### src/rtl/pwrseq_pkg.sv
package pwrseq_pkg;

    typedef enum logic [1:0] {
        PH_IDLE  = 2'd0,
        PH_RESET = 2'd1,
        PH_LOAD  = 2'd2,
        PH_READY = 2'd3
    } phase_e;

    // Configuration words read during the load phase, in this order.
    localparam int CFG_WORDS = 3;
    localparam int WORD_PINS = 0;  // directions and bus-mode select
    localparam int WORD_AON  = 1;  // always-on channel mask
    localparam int WORD_MAP  = 2;  // per-channel pin-enable fields

endpackage

### src/rtl/pwrseq_supply_mon.sv
module pwrseq_supply_mon (
    input  logic en_pin,
    input  logic vin_ok,
    input  logic ref_stable,
    input  logic vcc_ok,
    input  logic vdd_ok,
    output logic supply_ok
);

    // Internal supplies follow the main input; all conditions must hold.
    assign supply_ok = en_pin & vin_ok & ref_stable & vcc_ok & vdd_ok;

endmodule

### src/rtl/pwrseq_fsm.sv
module pwrseq_fsm
    import pwrseq_pkg::*;
#(
    parameter int RST_CYCLES = 8,
    parameter int IDX_W      = 2
) (
    input  logic             clk,
    input  logic             rst_n,
    input  logic             supply_ok,
    input  logic             soft_rst_req,
    input  logic             rd_valid,
    output phase_e           phase,
    output logic             rd_req,
    output logic [IDX_W-1:0] load_idx,
    output logic             load_we,
    output logic             clr_cfg,
    output logic             clr_host,
    output logic             sys_rst_n,
    output logic             cfg_xfer,
    output logic             chip_ready
);

    localparam int CNT_W = (RST_CYCLES > 1) ? $clog2(RST_CYCLES) : 1;
    localparam logic [CNT_W-1:0] CNT_LAST = CNT_W'(RST_CYCLES - 1);
    localparam logic [IDX_W-1:0] IDX_LAST = IDX_W'(CFG_WORDS - 1);

    phase_e           state_q;
    phase_e           state_d;
    logic [CNT_W-1:0] cnt_q;
    logic [IDX_W-1:0] idx_q;

    // Next-state selection; supply loss wins over every other condition.
    always_comb begin
        state_d = state_q;
        unique case (state_q)
            PH_IDLE: begin
                if (supply_ok) state_d = PH_RESET;
            end
            PH_RESET: begin
                if (!supply_ok)            state_d = PH_IDLE;
                else if (cnt_q == CNT_LAST) state_d = PH_LOAD;
            end
            PH_LOAD: begin
                if (!supply_ok)                       state_d = PH_IDLE;
                else if (rd_valid && idx_q == IDX_LAST) state_d = PH_READY;
            end
            PH_READY: begin
                if (!supply_ok)        state_d = PH_IDLE;
                else if (soft_rst_req) state_d = PH_RESET;
            end
        endcase
    end

    // State register with window counter and load index.
    always_ff @(posedge clk or negedge rst_n) begin
        if (!rst_n) begin
            state_q <= PH_IDLE;
            cnt_q   <= '0;
            idx_q   <= '0;
        end else begin
            state_q <= state_d;
            if (state_q == PH_RESET && state_d == PH_RESET)
                cnt_q <= cnt_q + 1'b1;
            else
                cnt_q <= '0;
            if (state_q != PH_LOAD)
                idx_q <= '0;
            else if (rd_valid)
                idx_q <= idx_q + 1'b1;
        end
    end

    // Moore outputs decoded from the current state.
    always_comb begin
        sys_rst_n  = 1'b0;
        cfg_xfer   = 1'b0;
        chip_ready = 1'b0;
        rd_req     = 1'b0;
        unique case (state_q)
            PH_IDLE:  ;
            PH_RESET: ;
            PH_LOAD: begin
                sys_rst_n = 1'b1;
                cfg_xfer  = 1'b1;
                rd_req    = 1'b1;
            end
            PH_READY: begin
                sys_rst_n  = 1'b1;
                chip_ready = 1'b1;
            end
        endcase
    end

    assign phase    = state_q;
    assign load_idx = idx_q;
    assign load_we  = rd_req & rd_valid;
    assign clr_cfg  = (state_d == PH_IDLE) || (state_d == PH_RESET);
    assign clr_host = (state_d != PH_READY);

endmodule

### src/rtl/pwrseq_cfg_regs.sv
module pwrseq_cfg_regs
    import pwrseq_pkg::*;
#(
    parameter int N_GPIO = 8,
    parameter int N_CH   = 4,
    parameter int FLD_W  = 4,
    parameter int DATA_W = 16,
    parameter int IDX_W  = 2
) (
    input  logic                   clk,
    input  logic                   rst_n,
    input  logic                   clr,
    input  logic                   we,
    input  logic [IDX_W-1:0]       idx,
    input  logic [DATA_W-1:0]      data,
    output logic [N_GPIO-1:0]      dir,
    output logic                   bus_mode,
    output logic [N_CH-1:0]        aon,
    output logic [N_CH*FLD_W-1:0]  pin_map
);

    logic [N_GPIO:0]         pins_q;
    logic [N_CH-1:0]         aon_q;
    logic [N_CH*FLD_W-1:0]   map_q;
    logic                    unused_data;

    assign unused_data = ^data;

    always_ff @(posedge clk or negedge rst_n) begin
        if (!rst_n) begin
            pins_q <= '0;
            aon_q  <= '0;
            map_q  <= '0;
        end else if (clr) begin
            pins_q <= '0;
            aon_q  <= '0;
            map_q  <= '0;
        end else if (we) begin
            if (idx == IDX_W'(WORD_PINS)) pins_q <= data[N_GPIO:0];
            if (idx == IDX_W'(WORD_AON))  aon_q  <= data[N_CH-1:0];
            if (idx == IDX_W'(WORD_MAP))  map_q  <= data[N_CH*FLD_W-1:0];
        end
    end

    assign dir      = pins_q[N_GPIO-1:0];
    assign bus_mode = pins_q[N_GPIO];
    assign aon      = aon_q;
    assign pin_map  = map_q;

endmodule

### src/rtl/pwrseq_chan_en.sv
module pwrseq_chan_en #(
    parameter int N_GPIO  = 8,
    parameter int N_CH    = 4,
    parameter int SEL_W   = 3,
    parameter int FLD_W   = 4,
    parameter int SDA_IDX = 4,
    parameter int SCL_IDX = 5
) (
    input  logic                  clk,
    input  logic                  rst_n,
    input  logic                  ready,
    input  logic                  clr_host,
    input  logic                  host_we,
    input  logic [N_CH-1:0]       host_data,
    input  logic [N_GPIO-1:0]     gpio_in,
    input  logic [N_GPIO-1:0]     dir,
    input  logic                  bus_mode,
    input  logic [N_CH-1:0]       aon,
    input  logic [N_CH*FLD_W-1:0] pin_map,
    output logic [N_CH-1:0]       ch_en
);

    logic [N_CH-1:0] host_q;

    // Host enables: written only while ready, cleared on leaving ready.
    always_ff @(posedge clk or negedge rst_n) begin
        if (!rst_n)
            host_q <= '0;
        else if (clr_host)
            host_q <= '0;
        else if (host_we && ready)
            host_q <= host_data;
    end

    for (genvar c = 0; c < N_CH; c++) begin : g_ch
        logic [FLD_W-1:0] fld;
        logic [SEL_W-1:0] pin;
        logic             use_pin;
        logic             bus_pin;
        logic             qual;

        assign fld     = pin_map[c*FLD_W +: FLD_W];
        assign pin     = fld[SEL_W-1:0];
        assign use_pin = fld[SEL_W];
        assign bus_pin = bus_mode &&
                         (pin == SEL_W'(SDA_IDX) || pin == SEL_W'(SCL_IDX));
        assign qual    = use_pin && gpio_in[pin] && !dir[pin] && !bus_pin;
        assign ch_en[c] = ready && (aon[c] || qual || host_q[c]);
    end

endmodule

### src/rtl/pwrseq_top.sv
module pwrseq_top
    import pwrseq_pkg::*;
#(
    parameter int N_CH       = 4,
    parameter int N_GPIO     = 8,
    parameter int RST_CYCLES = 8,
    parameter int ADDR_W     = 4,
    parameter int DATA_W     = 16,
    parameter int SDA_IDX    = 4,
    parameter int SCL_IDX    = 5
) (
    input  logic              clk,
    input  logic              rst_n,
    input  logic              en_pin,
    input  logic              vin_ok,
    input  logic              ref_stable,
    input  logic              vcc_ok,
    input  logic              vdd_ok,
    input  logic              soft_rst_req,
    input  logic [N_GPIO-1:0] gpio_in,
    input  logic              host_en_we,
    input  logic [N_CH-1:0]   host_en_data,
    output logic              cfg_rd_req,
    output logic [ADDR_W-1:0] cfg_rd_addr,
    input  logic              cfg_rd_valid,
    input  logic [DATA_W-1:0] cfg_rd_data,
    output logic              supply_ok,
    output logic              sys_rst_n,
    output logic              cfg_xfer,
    output logic              chip_ready,
    output logic              bus_ack_en,
    output logic              bus_role,
    output logic [N_GPIO-1:0] gpio_oe,
    output logic [N_CH-1:0]   ch_en
);

    localparam int SEL_W = (N_GPIO > 1) ? $clog2(N_GPIO) : 1;
    localparam int FLD_W = SEL_W + 1;
    localparam int IDX_W = $clog2(CFG_WORDS + 1);

    phase_e                 phase;
    logic [IDX_W-1:0]       load_idx;
    logic                   load_we;
    logic                   clr_cfg;
    logic                   clr_host;
    logic [N_GPIO-1:0]      dir;
    logic                   bus_mode;
    logic [N_CH-1:0]        aon;
    logic [N_CH*FLD_W-1:0]  pin_map;
    logic [N_GPIO-1:0]      bus_mask;
    logic                   unused_phase;

    pwrseq_supply_mon u_mon (
        .en_pin     (en_pin),
        .vin_ok     (vin_ok),
        .ref_stable (ref_stable),
        .vcc_ok     (vcc_ok),
        .vdd_ok     (vdd_ok),
        .supply_ok  (supply_ok)
    );

    pwrseq_fsm #(
        .RST_CYCLES (RST_CYCLES),
        .IDX_W      (IDX_W)
    ) u_fsm (
        .clk          (clk),
        .rst_n        (rst_n),
        .supply_ok    (supply_ok),
        .soft_rst_req (soft_rst_req),
        .rd_valid     (cfg_rd_valid),
        .phase        (phase),
        .rd_req       (cfg_rd_req),
        .load_idx     (load_idx),
        .load_we      (load_we),
        .clr_cfg      (clr_cfg),
        .clr_host     (clr_host),
        .sys_rst_n    (sys_rst_n),
        .cfg_xfer     (cfg_xfer),
        .chip_ready   (chip_ready)
    );

    pwrseq_cfg_regs #(
        .N_GPIO (N_GPIO),
        .N_CH   (N_CH),
        .FLD_W  (FLD_W),
        .DATA_W (DATA_W),
        .IDX_W  (IDX_W)
    ) u_cfg (
        .clk      (clk),
        .rst_n    (rst_n),
        .clr      (clr_cfg),
        .we       (load_we),
        .idx      (load_idx),
        .data     (cfg_rd_data),
        .dir      (dir),
        .bus_mode (bus_mode),
        .aon      (aon),
        .pin_map  (pin_map)
    );

    pwrseq_chan_en #(
        .N_GPIO  (N_GPIO),
        .N_CH    (N_CH),
        .SEL_W   (SEL_W),
        .FLD_W   (FLD_W),
        .SDA_IDX (SDA_IDX),
        .SCL_IDX (SCL_IDX)
    ) u_ch (
        .clk       (clk),
        .rst_n     (rst_n),
        .ready     (chip_ready),
        .clr_host  (clr_host),
        .host_we   (host_en_we),
        .host_data (host_en_data),
        .gpio_in   (gpio_in),
        .dir       (dir),
        .bus_mode  (bus_mode),
        .aon       (aon),
        .pin_map   (pin_map),
        .ch_en     (ch_en)
    );

    // Bus pins are released from output duty when serial-bus mode is set.
    for (genvar p = 0; p < N_GPIO; p++) begin : g_mask
        assign bus_mask[p] = bus_mode && (p == SDA_IDX || p == SCL_IDX);
    end

    assign unused_phase = ^phase;
    assign cfg_rd_addr  = ADDR_W'(load_idx);
    assign gpio_oe      = dir & ~bus_mask;
    assign bus_role     = bus_mode;
    assign bus_ack_en   = chip_ready;

endmodule

### config.mk
export PLATFORM = sky130hd
export DESIGN_NAME = pwrseq_top
export DESIGN_NICKNAME = d
export VERILOG_FILES = /design/src/rtl/pwrseq_pkg.sv /design/src/rtl/pwrseq_supply_mon.sv /design/src/rtl/pwrseq_fsm.sv /design/src/rtl/pwrseq_cfg_regs.sv /design/src/rtl/pwrseq_chan_en.sv /design/src/rtl/pwrseq_top.sv
export SDC_FILE = /design/constraint.sdc
export NUM_CORES = 1
export LEC_CHECK = 0
export BUFFER_PORTS_ARGS = -buffer_cell sky130_fd_sc_hd__buf_4
export CAP_MARGIN = 5
export CORE_MARGIN = 4
export CORE_UTILIZATION = 57
export CTS_CLUSTER_SIZE = 24
export DETAILED_ROUTE_END_ITERATION = 7
export PLACE_DENSITY_LB_ADDON = 0.1
export RECOVER_POWER = 50
export SYNTH_ARGS = -nofsm -noshare
export SYNTH_HDL_FRONTEND = slang
export SYNTH_HIERARCHICAL = 1
export SYNTH_SLANG_ARGS = --single-unit
### constraint.sdc
create_clock -name clk -period 3.2 [get_ports clk]
set_input_delay 0.48 -clock clk [delete_from_list [all_inputs] [get_ports clk]]
set_output_delay 0.48 -clock clk [all_outputs]
set_load 0.02 [all_outputs]
Word-level counts from Yosys, hierarchy flattened. Index checks and enable logic that the tools add are counted.

Order comparisons: 4. Reduce and logical (&&, ||, !) cells: 57. Multiplexer cells: 41. Bitwise operators: 7. Equal/unequal tests: 17. $add $sub $neg: 2.

Operators by type and width (count): $mux W16 (3); $eq A3 B3 Y1 const B (9); $mux W9 (3); $bmux W1 S3 (8); $logic_and A1 B1 Y1 (23); $mux W4 (5); $mux W2 (9); $lt A3 B4 Y1 const B (4); $logic_or A1 B1 Y1 (13); $reduce_bool A2 Y1 (6); $mux W1 (11); $and A8 B8 Y8 (1); $logic_not A1 Y1 (8); $not A6 Y8 (1); $pmux W2 S4 (1); $eq A2 B1 Y1 const B (3); $eq A2 B2 Y1 const B (3); $logic_not A2 Y1 (3); $reduce_and A2 Y1 (3); $and A1 B1 Y1 (5); $ne A2 B2 Y1 const B (2); $add A3 B1 Y3 const B (1); $mux W3 (1); $add A2 B1 Y2 const B (1); $reduce_or A2 Y1 (1).

Logic and storage cells: 135. Input port bits: 38. Register bits after elaboration: 40. Output and inout bits: 23.

Longest topological paths before layout. Gate-level depths: netlist of run 1.

Depth after elaboration: 10. Gate-level depth with buffers: 7. Depth with buffers taken out: 6.

Hierarchy. Netlist of run 1, hierarchy kept.

By module, submodules not included: pwrseq_cfg_regs (area an instance 1367.6 µm², instances 1, seq. area each 725.7 µm², cells an instance 113); pwrseq_chan_en (area an instance 604.3 µm², instances 1, seq. area each 100.1 µm², cells an instance 82); pwrseq_fsm (area an instance 382.9 µm², instances 1, seq. area each 175.2 µm², cells an instance 36); pwrseq_top (area an instance 38.8 µm², instances 1, seq. area each 0.0 µm², cells an instance 6); pwrseq_supply_mon (area an instance 12.5 µm², instances 1, seq. area each 0.0 µm², cells an instance 3).

Least setup slack after synthesis of run 1. OpenSTA, ideal clock, no wires.

Path kind: register to output. Start: register u_cfg.pins_q[0]. End: output port ch_en[0]. Path slack: 0.991 ns. Stages on the path, launching flop included: 5. Data required time: 2.720 ns. Path buffers: 0. Data arrival time: 1.729 ns. Path through: dfrtp_1 or4b_1 o211ai_1 nor3_1 o31ai_1.

Word-level cells in the longest chain between the ends: 8.

Ends and longest elaborated chain: start: declaration (RTL line pwrseq_cfg_regs.sv:22) `logic [N_GPIO:0] pins_q;`; start signal: assignment (RTL line pwrseq_cfg_regs.sv:39) `if (idx == IDX_W'(WORD_PINS)) pins_q <= data[N_GPIO:0];`; $bmux W1 S3 (RTL line pwrseq_chan_en.sv:47) `assign qual = use_pin && gpio_in[pin] && !dir[pin] && !bus_pin;`; $mux W1 (not written as such) (RTL line pwrseq_chan_en.sv:47); $logic_not A1 Y1 (RTL line pwrseq_chan_en.sv:47); $logic_and A1 B1 Y1 (2 in a row) (RTL line pwrseq_chan_en.sv:47); $logic_or A1 B1 Y1 (2 in a row) (RTL line pwrseq_chan_en.sv:48) `assign ch_en[c] = ready && (aon[c] || qual || host_q[c]);`; $logic_and A1 B1 Y1 (RTL line pwrseq_chan_en.sv:48); end: declaration (RTL line pwrseq_top.sv:34) `output logic [N_CH-1:0] ch_en`.

No other way between the ends. The select of a mux whose other input is x is not followed.

Worst setup path in the final report of run 1.
Start: register u_cfg.map_q[0] (netlist: u_cfg/pin_map[0]). End: output port ch_en[0].

Word-level cells in the longest chain between the ends: 8. Elaborated cells between the ends (all ways): 16. Those cells by class: eq/ne: 2; mux: 4; reduce/logical: 10.

Ends and longest elaborated chain: start: declaration (RTL line pwrseq_cfg_regs.sv:24) `logic [N_CH*FLD_W-1:0] map_q;`; start signal: assignment (RTL line pwrseq_cfg_regs.sv:41) `if (idx == IDX_W'(WORD_MAP)) map_q <= data[N_CH*FLD_W-1:0];`; $bmux W1 S3 or $eq A3 B3 Y1 (tied branches) (RTL line pwrseq_chan_en.sv:47, pwrseq_chan_en.sv:46); $mux W1 (not written as such) or $logic_or A1 B1 Y1 (tied branches) (RTL line pwrseq_chan_en.sv:47, pwrseq_chan_en.sv:46); $logic_and A1 B1 Y1, or another cell as far along (RTL line pwrseq_chan_en.sv:47); $logic_and A1 B1 Y1 or $logic_not A1 Y1 (tied branches) (RTL line pwrseq_chan_en.sv:47); $logic_and A1 B1 Y1 (*) (RTL line pwrseq_chan_en.sv:47); $logic_or A1 B1 Y1 (*) (2 in a row) (RTL line pwrseq_chan_en.sv:48); $logic_and A1 B1 Y1 (*) (RTL line pwrseq_chan_en.sv:48).

Every way passes the cells marked *; elsewhere a longest branch is shown, timed or not. The select of a mux whose other input is x is not followed.

==> impl_metrics.tcl, run 1 <==
set metrics [dict create \
    outcome "finished with violations" \
    violations "max-capacitance violations, max-slew violations" \
    hold_start "host_en_data[2]" \
    core-area_mm2 0.00403 \
    cts.clk_slew.worst_paths_ns 0.08 \
    hold_viol_final 0 \
    synthCells 240 \
    path_max_fanout 8 \
    wl_um 5530 \
    timing.fmax_mhz 416 \
    die_w_um 73.0 \
    yosysWarnings 6 \
    synth_edf_count 0 \
    synth_xor_area_share_pct 0.364 \
    hold_class "input port to register" \
    critPathRequiredTime_ns 2.72 \
    initial_utilization_pct 59.7 \
    p_leak_nw 1.35 \
    track_usage_pct 22.3 \
    n_antenna_cell 0 \
    root_buffer "clkbuf_8" \
    r2r_end "u_cfg/pins_q[0]$_DFFE_PN0P_" \
    portBuffers 58 \
    gp_congestion 0.816 \
    synth_top_area_cell "dfrtp_1" \
    yosys.area_share.simple_pct 30.3 \
    grt_max_degree 41 \
    hold_depth 3 \
    r2r_cells 7 \
    cts_setup_buffers 0 \
    vias 1967 \
    fin_worst_skew_ns 0.00792 \
    place_area_mm2 0.00284 \
    first_iter_violations 153 \
    nets 336 \
    placementRows 23 \
    slowest_delay_ns 0.52 \
    crit_chain "or4b_1, o211ai_1, nor3_1, o31ai_1, buf_4" \
    viasPerCell 5.68 \
    multi_input_area_mm2 0.00131 \
    finish.instance_area_mm2 0.00292 \
    synth_common_cells "nand2b_1, dfrtp_1, mux2i_1, nand2_1, a21oi_1" \
    power_density_mw_per_mm2 318 \
    seq_area_frac_synth_pct 41.6 \
    synth_top_family_by_area "simple AND/OR/NAND/NOR gates" \
    synth_cell_type_count 38 \
    clk_latency_ns 0.29 \
    first_global_vias 1943 \
    synth_compound_area_share_pct 9.36 \
    yosysTopAreaCellShare_pct 41.6 \
    yosysMostFrequentCell "nand2b_1" \
    path_buf_inv 1 \
    tns_ns 0 \
    ys_top_cells_by_area "dfrtp_1, nand2b_1, mux2i_1" \
    nFillCells 331 \
    io_pins 61 \
    numCtsBuffers 5 \
    ir_drop_v 0.000246 \
    antenna_found_initial 0 \
    cts_resized 0 \
    crit_slowest_cell "or4b_1" \
    ys.flop_type "dfrtp_1" \
    worst_setup_path_start_kind "register" \
    cp.arrival_ns 1.92 \
    tightestPinTransition_ns 2.13 \
    die_area_mm2 0.00532 \
    grt_overflow_total 0 \
    cts_hold_buf 0 \
    async_flop_share_pct 100 \
    tritoncts "yes" \
    cp-end-kind "output pin" \
    die_y_um 73.0 \
    seqCellArea_mm2 0.00100 \
    area_growth_pct 21.3 \
    clock_sinks 40 \
    maxCapViolCount 1 \
    crit_type "register to output pin" \
    cp_top_family "simple AND/OR/NAND/NOR gates" \
    rsz0062_at_grt "no" \
    yosys.area_share.adder_pct 1.56 \
    layout-drive-gt1-share_pct 22.6 \
    grt_pass1_wl_um 9190 \
    syn_area_mm2 0.00241 \
    ant_nets 0 \
    total_power_mw 0.928 \
    htreeDepth 2 \
    hold_end "u_ch/host_q[2]$_DFFE_PN0P_" \
    clock_path_buffers 2 \
    min_period_over_period_pct 75.1 \
    setup_viol 0 \
    drc 0 \
    dpl.hpwl_um 3990 \
    drt-wirelength-per-cell_um 16.0 \
    period_needed_ns 2.40 \
    drt_first_pass_iters 4 \
    synth_seq_cells 40 \
    avgSynthCellArea_um2 10.0 \
    muxShareOfSynthArea_pct 12.5 \
    max-slew-margin-rel_pct -42.0 \
    rrSetupSlack_ns 1.02 \
    slew_violations 41 \
    r2r-start "u_fsm/cnt_q[0]$_DFF_PN0_" \
]
==> logic make-up after synthesis <==
| kind of cell | Yosys count |
|---|---|
| AO/OA/AOI/OAI | 33 |
| XOR/XNOR | 1 |
| adder cells (fa/ha/maj) | 3 |
| buffers and inverters | 18 |
| flip-flops | 40 |
| multiplexers | 30 |
| other | 1 |
| AND/OR/NAND/NOR | 114 |
==> power breakdown <==
group	switching, mW	total (mW)	internal, mW	leakage (nW)
Combinational	0.0299	0.0640	0.0341	0.745
Clock	0.184	0.359	0.175	0.0434
Sequential	0.000256	0.505	0.505	0.559
Total	0.215	0.928	0.714	1.35
==> worst reg2reg max path: stages, from the launching register on <==
cell      delay (ns)
dfrtp_1         0.39
ha_1            0.20
ha_1            0.19
and3b_1         0.20
o21ai_2         0.39
buf_4           0.36
nand2b_1        0.21
mux2i_1         0.09
==> registers in the layout, indices dropped and copies added (netlist names) <==
register	flops
u_cfg/pin_map	16
u_cfg/pins_q	9
u_cfg/aon	4
u_ch/host_q	4
u_fsm/cnt_q	3
u_fsm/load_idx	2
u_fsm/phase	2
==> placed cells by master, fill, tap and decap left out, types with 4 or more instances in the layout <==
cell,instances
inv_1,4
buf_4,55
nand2b_1,51
nand2_1,14
nor3b_1,4
clkbuf_8,6
nor3_1,4
or4b_1,4
nand3b_1,5
nand4bb_1,6
nor2b_1,5
dfrtp_1,40
clkbuf_1,5
nand3_1,6
o211ai_1,7
a21oi_1,8
nor2_1,5
mux2i_1,30
o21ai_0,6
==> worst max path at each step <==
stage,from,depth (start not counted),slack (ns),endpoint
after floorplan,u_cfg/pins_q[0]$_DFFE_PN0P_,4,0.99,ch_en[0]
after global routing,u_cfg/pins_q[8]$_DFFE_PN0P_,5,0.68,ch_en[1]
final,u_cfg/pin_map[0]$_DFFE_PN0P_,5,0.80,ch_en[0]
after CTS,u_cfg/pin_map[0]$_DFFE_PN0P_,5,0.76,ch_en[0]
after detailed placement,u_fsm/cnt_q[0]$_DFF_PN0_,7,1.03,u_cfg/pins_q[0]$_DFFE_PN0P_
after global placement,gpio_in[0],6,1.03,ch_en[0]
==> final cells by class <==
class                           instances  area share (%)
Tap cell                               50            2.14
Timing Repair Buffer                   60            14.8
Sequential cell                        40            34.3
Multi-Input combinational cell        183            44.8
Clock buffer                            6            2.83
Inverter                                5           0.643
Clock inverter                          2           0.515
==> per-layer routing <==
layer / GRT usage [%] / part of all wire (%) / vias to the layer above / routed length (um)
met5: 0 / 0 / - / 0
met4: 6.97 / 1.4 / 0 / 78
met3: 4.27 / 6.2 / 8 / 341
met2: 36.4 / 50 / 72 / 2740
met1: 30.1 / 43 / 940 / 2360
li1: - / - / 947 / -
==> per-stage QoR <==
stage | cells | util, % | setup slack [ns] | hold slack (ns)
after floorplan | 241 | - | 0.991 | 0.184
after global placement | 338 | 70.6 | 1.03 | 0.429
after detailed placement | 338 | 70.6 | 1.03 | 0.446
after CTS | 346 | 73.0 | 0.761 | 0.168
after global routing | 346 | 72.4 | 0.683 | 0.436
final | 346 | 72.4 | 0.795 | 0.437
Note: power is estimated with default switching activity, not from simulation.
==> inputs of run 2 (changes only) <==
- CORE_UTILIZATION: 57 -> 48
- clock period: 3.2 -> 2.1 ns (I/O delays scaled with it)
==> run 2 against run 1 <==
The run ends with negative setup slack left. Setup slack got worse by 0.89 ns. Register-to-register slack lost 0.84 ns. Cell count is 7.8% higher. Core utilization down 8.4 points. Total power increased by 62%. Critical path type unchanged. Critical endpoint unchanged.
==> impl_metrics.tcl, run 2 (synthesis results as in run 1) <==
set metrics [dict create \
    slowest_delay_ns 0.54 \
    cp.arrival_ns 1.88 \
    p_leak_nw 1.41 \
    timing.fmax_mhz 455 \
    core-area_mm2 0.00479 \
    vias 1939 \
    die_area_mm2 0.00621 \
    p_sw_mw 0.330 \
    power_density_mw_per_mm2 491 \
    area_growth_pct 27.2 \
    track_usage_pct 19.3 \
    dpl.hpwl_um 3910 \
    numCtsBuffers 5 \
    cts_hold_buf 0 \
    ir_drop_v 0.000320 \
    fin_worst_skew_ns 0.0105 \
    hold_class "input port to async pin" \
    htreeDepth 2 \
    path_max_fanout 4 \
    tightestPinTransition_ns 1.02 \
    pwr-share-seq_pct 51.2 \
    gp_congestion 0.784 \
    first_iter_violations 111 \
    fin_cells 373 \
    cts.clk_slew.worst_paths_ns 0.09 \
    die_y_um 78.8 \
    io_pins 61 \
    path_buf_inv 1 \
    grt_overflow_total 0 \
    n_antenna_cell 0 \
    wl_um 5770 \
    ant_nets 0 \
    clock_path_buffers 2 \
    crit_type "register to output pin" \
    drc 0 \
    nets 346 \
    antenna_found_initial 0 \
    largest_reg_flops 16 \
    root_buffer "clkbuf_8" \
    layout-drive-gt1-share_pct 28.1 \
    tritoncts "yes" \
    period_needed_ns 2.20 \
    rsz0062_at_grt "yes" \
    min_period_over_period_pct 105 \
    r2r-start "u_fsm/phase[0]$_DFF_PN0_" \
    drt_first_pass_iters 4 \
    placementRows 25 \
    portBuffers 58 \
    nFillCells 423 \
    final_core_util_pct 64.0 \
    hold_viol_final 0 \
    critPathLaunch "u_cfg/pins_q[0]$_DFFE_PN0P_" \
    p_sw_share_pct 21.9 \
    viasPerCell 5.20 \
    worst_setup_path_start_kind "register" \
    critPathRequiredTime_ns 1.78 \
    total_power_mw 1.50 \
    p_comb_share_pct 6.7 \
    outcome "finished with violations" \
    first_global_vias 1887 \
    clk_latency_ns 0.30 \
    max-slew-margin-rel_pct 31.8 \
    dp.cells 358 \
    final_common_cell "buf_4" \
    clock_sinks 40 \
    drt-wirelength-per-cell_um 15.5 \
    slew_violations 0 \
    grt_pass1_wl_um 9270 \
    crit_slowest_cell "or4b_1" \
    grt_max_degree 46 \
    crit_chain "or4b_1, o211ai_1, nor3_1, o31ai_1, buf_4" \
    multi_input_area_mm2 0.00132 \
    cp-end-kind "output pin" \
    tns_ns -0.159 \
    die_w_um 78.8 \
    p_int_mw 1.17 \
    maxCapViolCount 0 \
    clkPwrFrac_pct 42.1 \
    seqCellArea_mm2 0.00101 \
    setup_ws_ns -0.0993 \
    initial_utilization_pct 50.3 \
    setup_viol 3 \
    cp_top_family "simple AND/OR/NAND/NOR gates" \
    mostFrequentLayoutCells "buf_4, nand2b_1, dfrtp_1" \
    violations "negative setup slack" \
]
==> run 2: final timing paths <==
check	slack, ns	to	cells after the start
hold / removal	0.19	u_fsm/cnt_q[2]$_DFF_PN0_	1
min in group clk	0.27	u_cfg/pin_map[9]$_DFFE_PN0P_	3
hold reg to reg	0.45	u_fsm/cnt_q[0]$_DFF_PN0_	1
setup reg to reg	0.18	u_cfg/pins_q[6]$_DFFE_PN0P_	5
setup / recovery	-0.1	ch_en[0]	5
max in group asynchronous	1.22	u_cfg/pin_map[12]$_DFFE_PN0P_	1
==> run 2: cell type report <==
cell class,instances,share of cell area [%]
Clock buffer,5,2.25
Clock inverter,3,1.39
Inverter,5,0.613
Multi-Input combinational cell,183,43.2
Sequential cell,40,32.9
Tap cell,67,2.74
Timing Repair Buffer,70,16.9
==> run 2: timing repair <==
item | CTS | global route
pin swaps | 3 | 1
resized for setup | 6 | 4
buffers inserted | 7 | 0
setup endpoints to repair | 4 | 4
==> run 2: power by group through the flow <==
stage / sequential [mW] / combinational, mW / clock, mW
after detailed placement: 0.786 / 0.100 / 0
after CTS: 0.770 / 0.102 / 0.650
final: 0.770 / 0.101 / 0.634
after global routing: 0.770 / 0.112 / 0.689
after floorplan: 0.786 / 0.0231 / 0
after global placement: 0.786 / 0.0996 / 0
==> run 2: through the flow <==
step	hold WS (ns)	worst slack (ns)	cell area (um2)
3_5_place_dp	0.331	0.201	2900
5_1_grt	0.262	-0.164	3060
3_3_place_gp	0.326	0.149	2900
6_report	0.186	-0.0993	3060
2_1_floorplan	0.0194	0.0563	2410
4_1_cts	0.00535	-0.0662	3070
==> run 2: worst register-to-register path, delay by kind of cell, from the launching register on <==
kind                   cells  cell delay [ns]
and+or+nand+nor            3             1.02
DFF                        1             0.43
muxes                      1             0.22
buffers and inverters      1             0.10
==> run 2: routing by layer <==
metal  share of wire, %  wire (um)  GRT usage (%)  up-vias
li1                   -          -              -      965
met1                 46       2640           26.7      906
met2                 47       2710           30.1       64
met3                6.7        387           5.78        4
met4               0.62         36           3.67        0
met5                  0          0              0        -
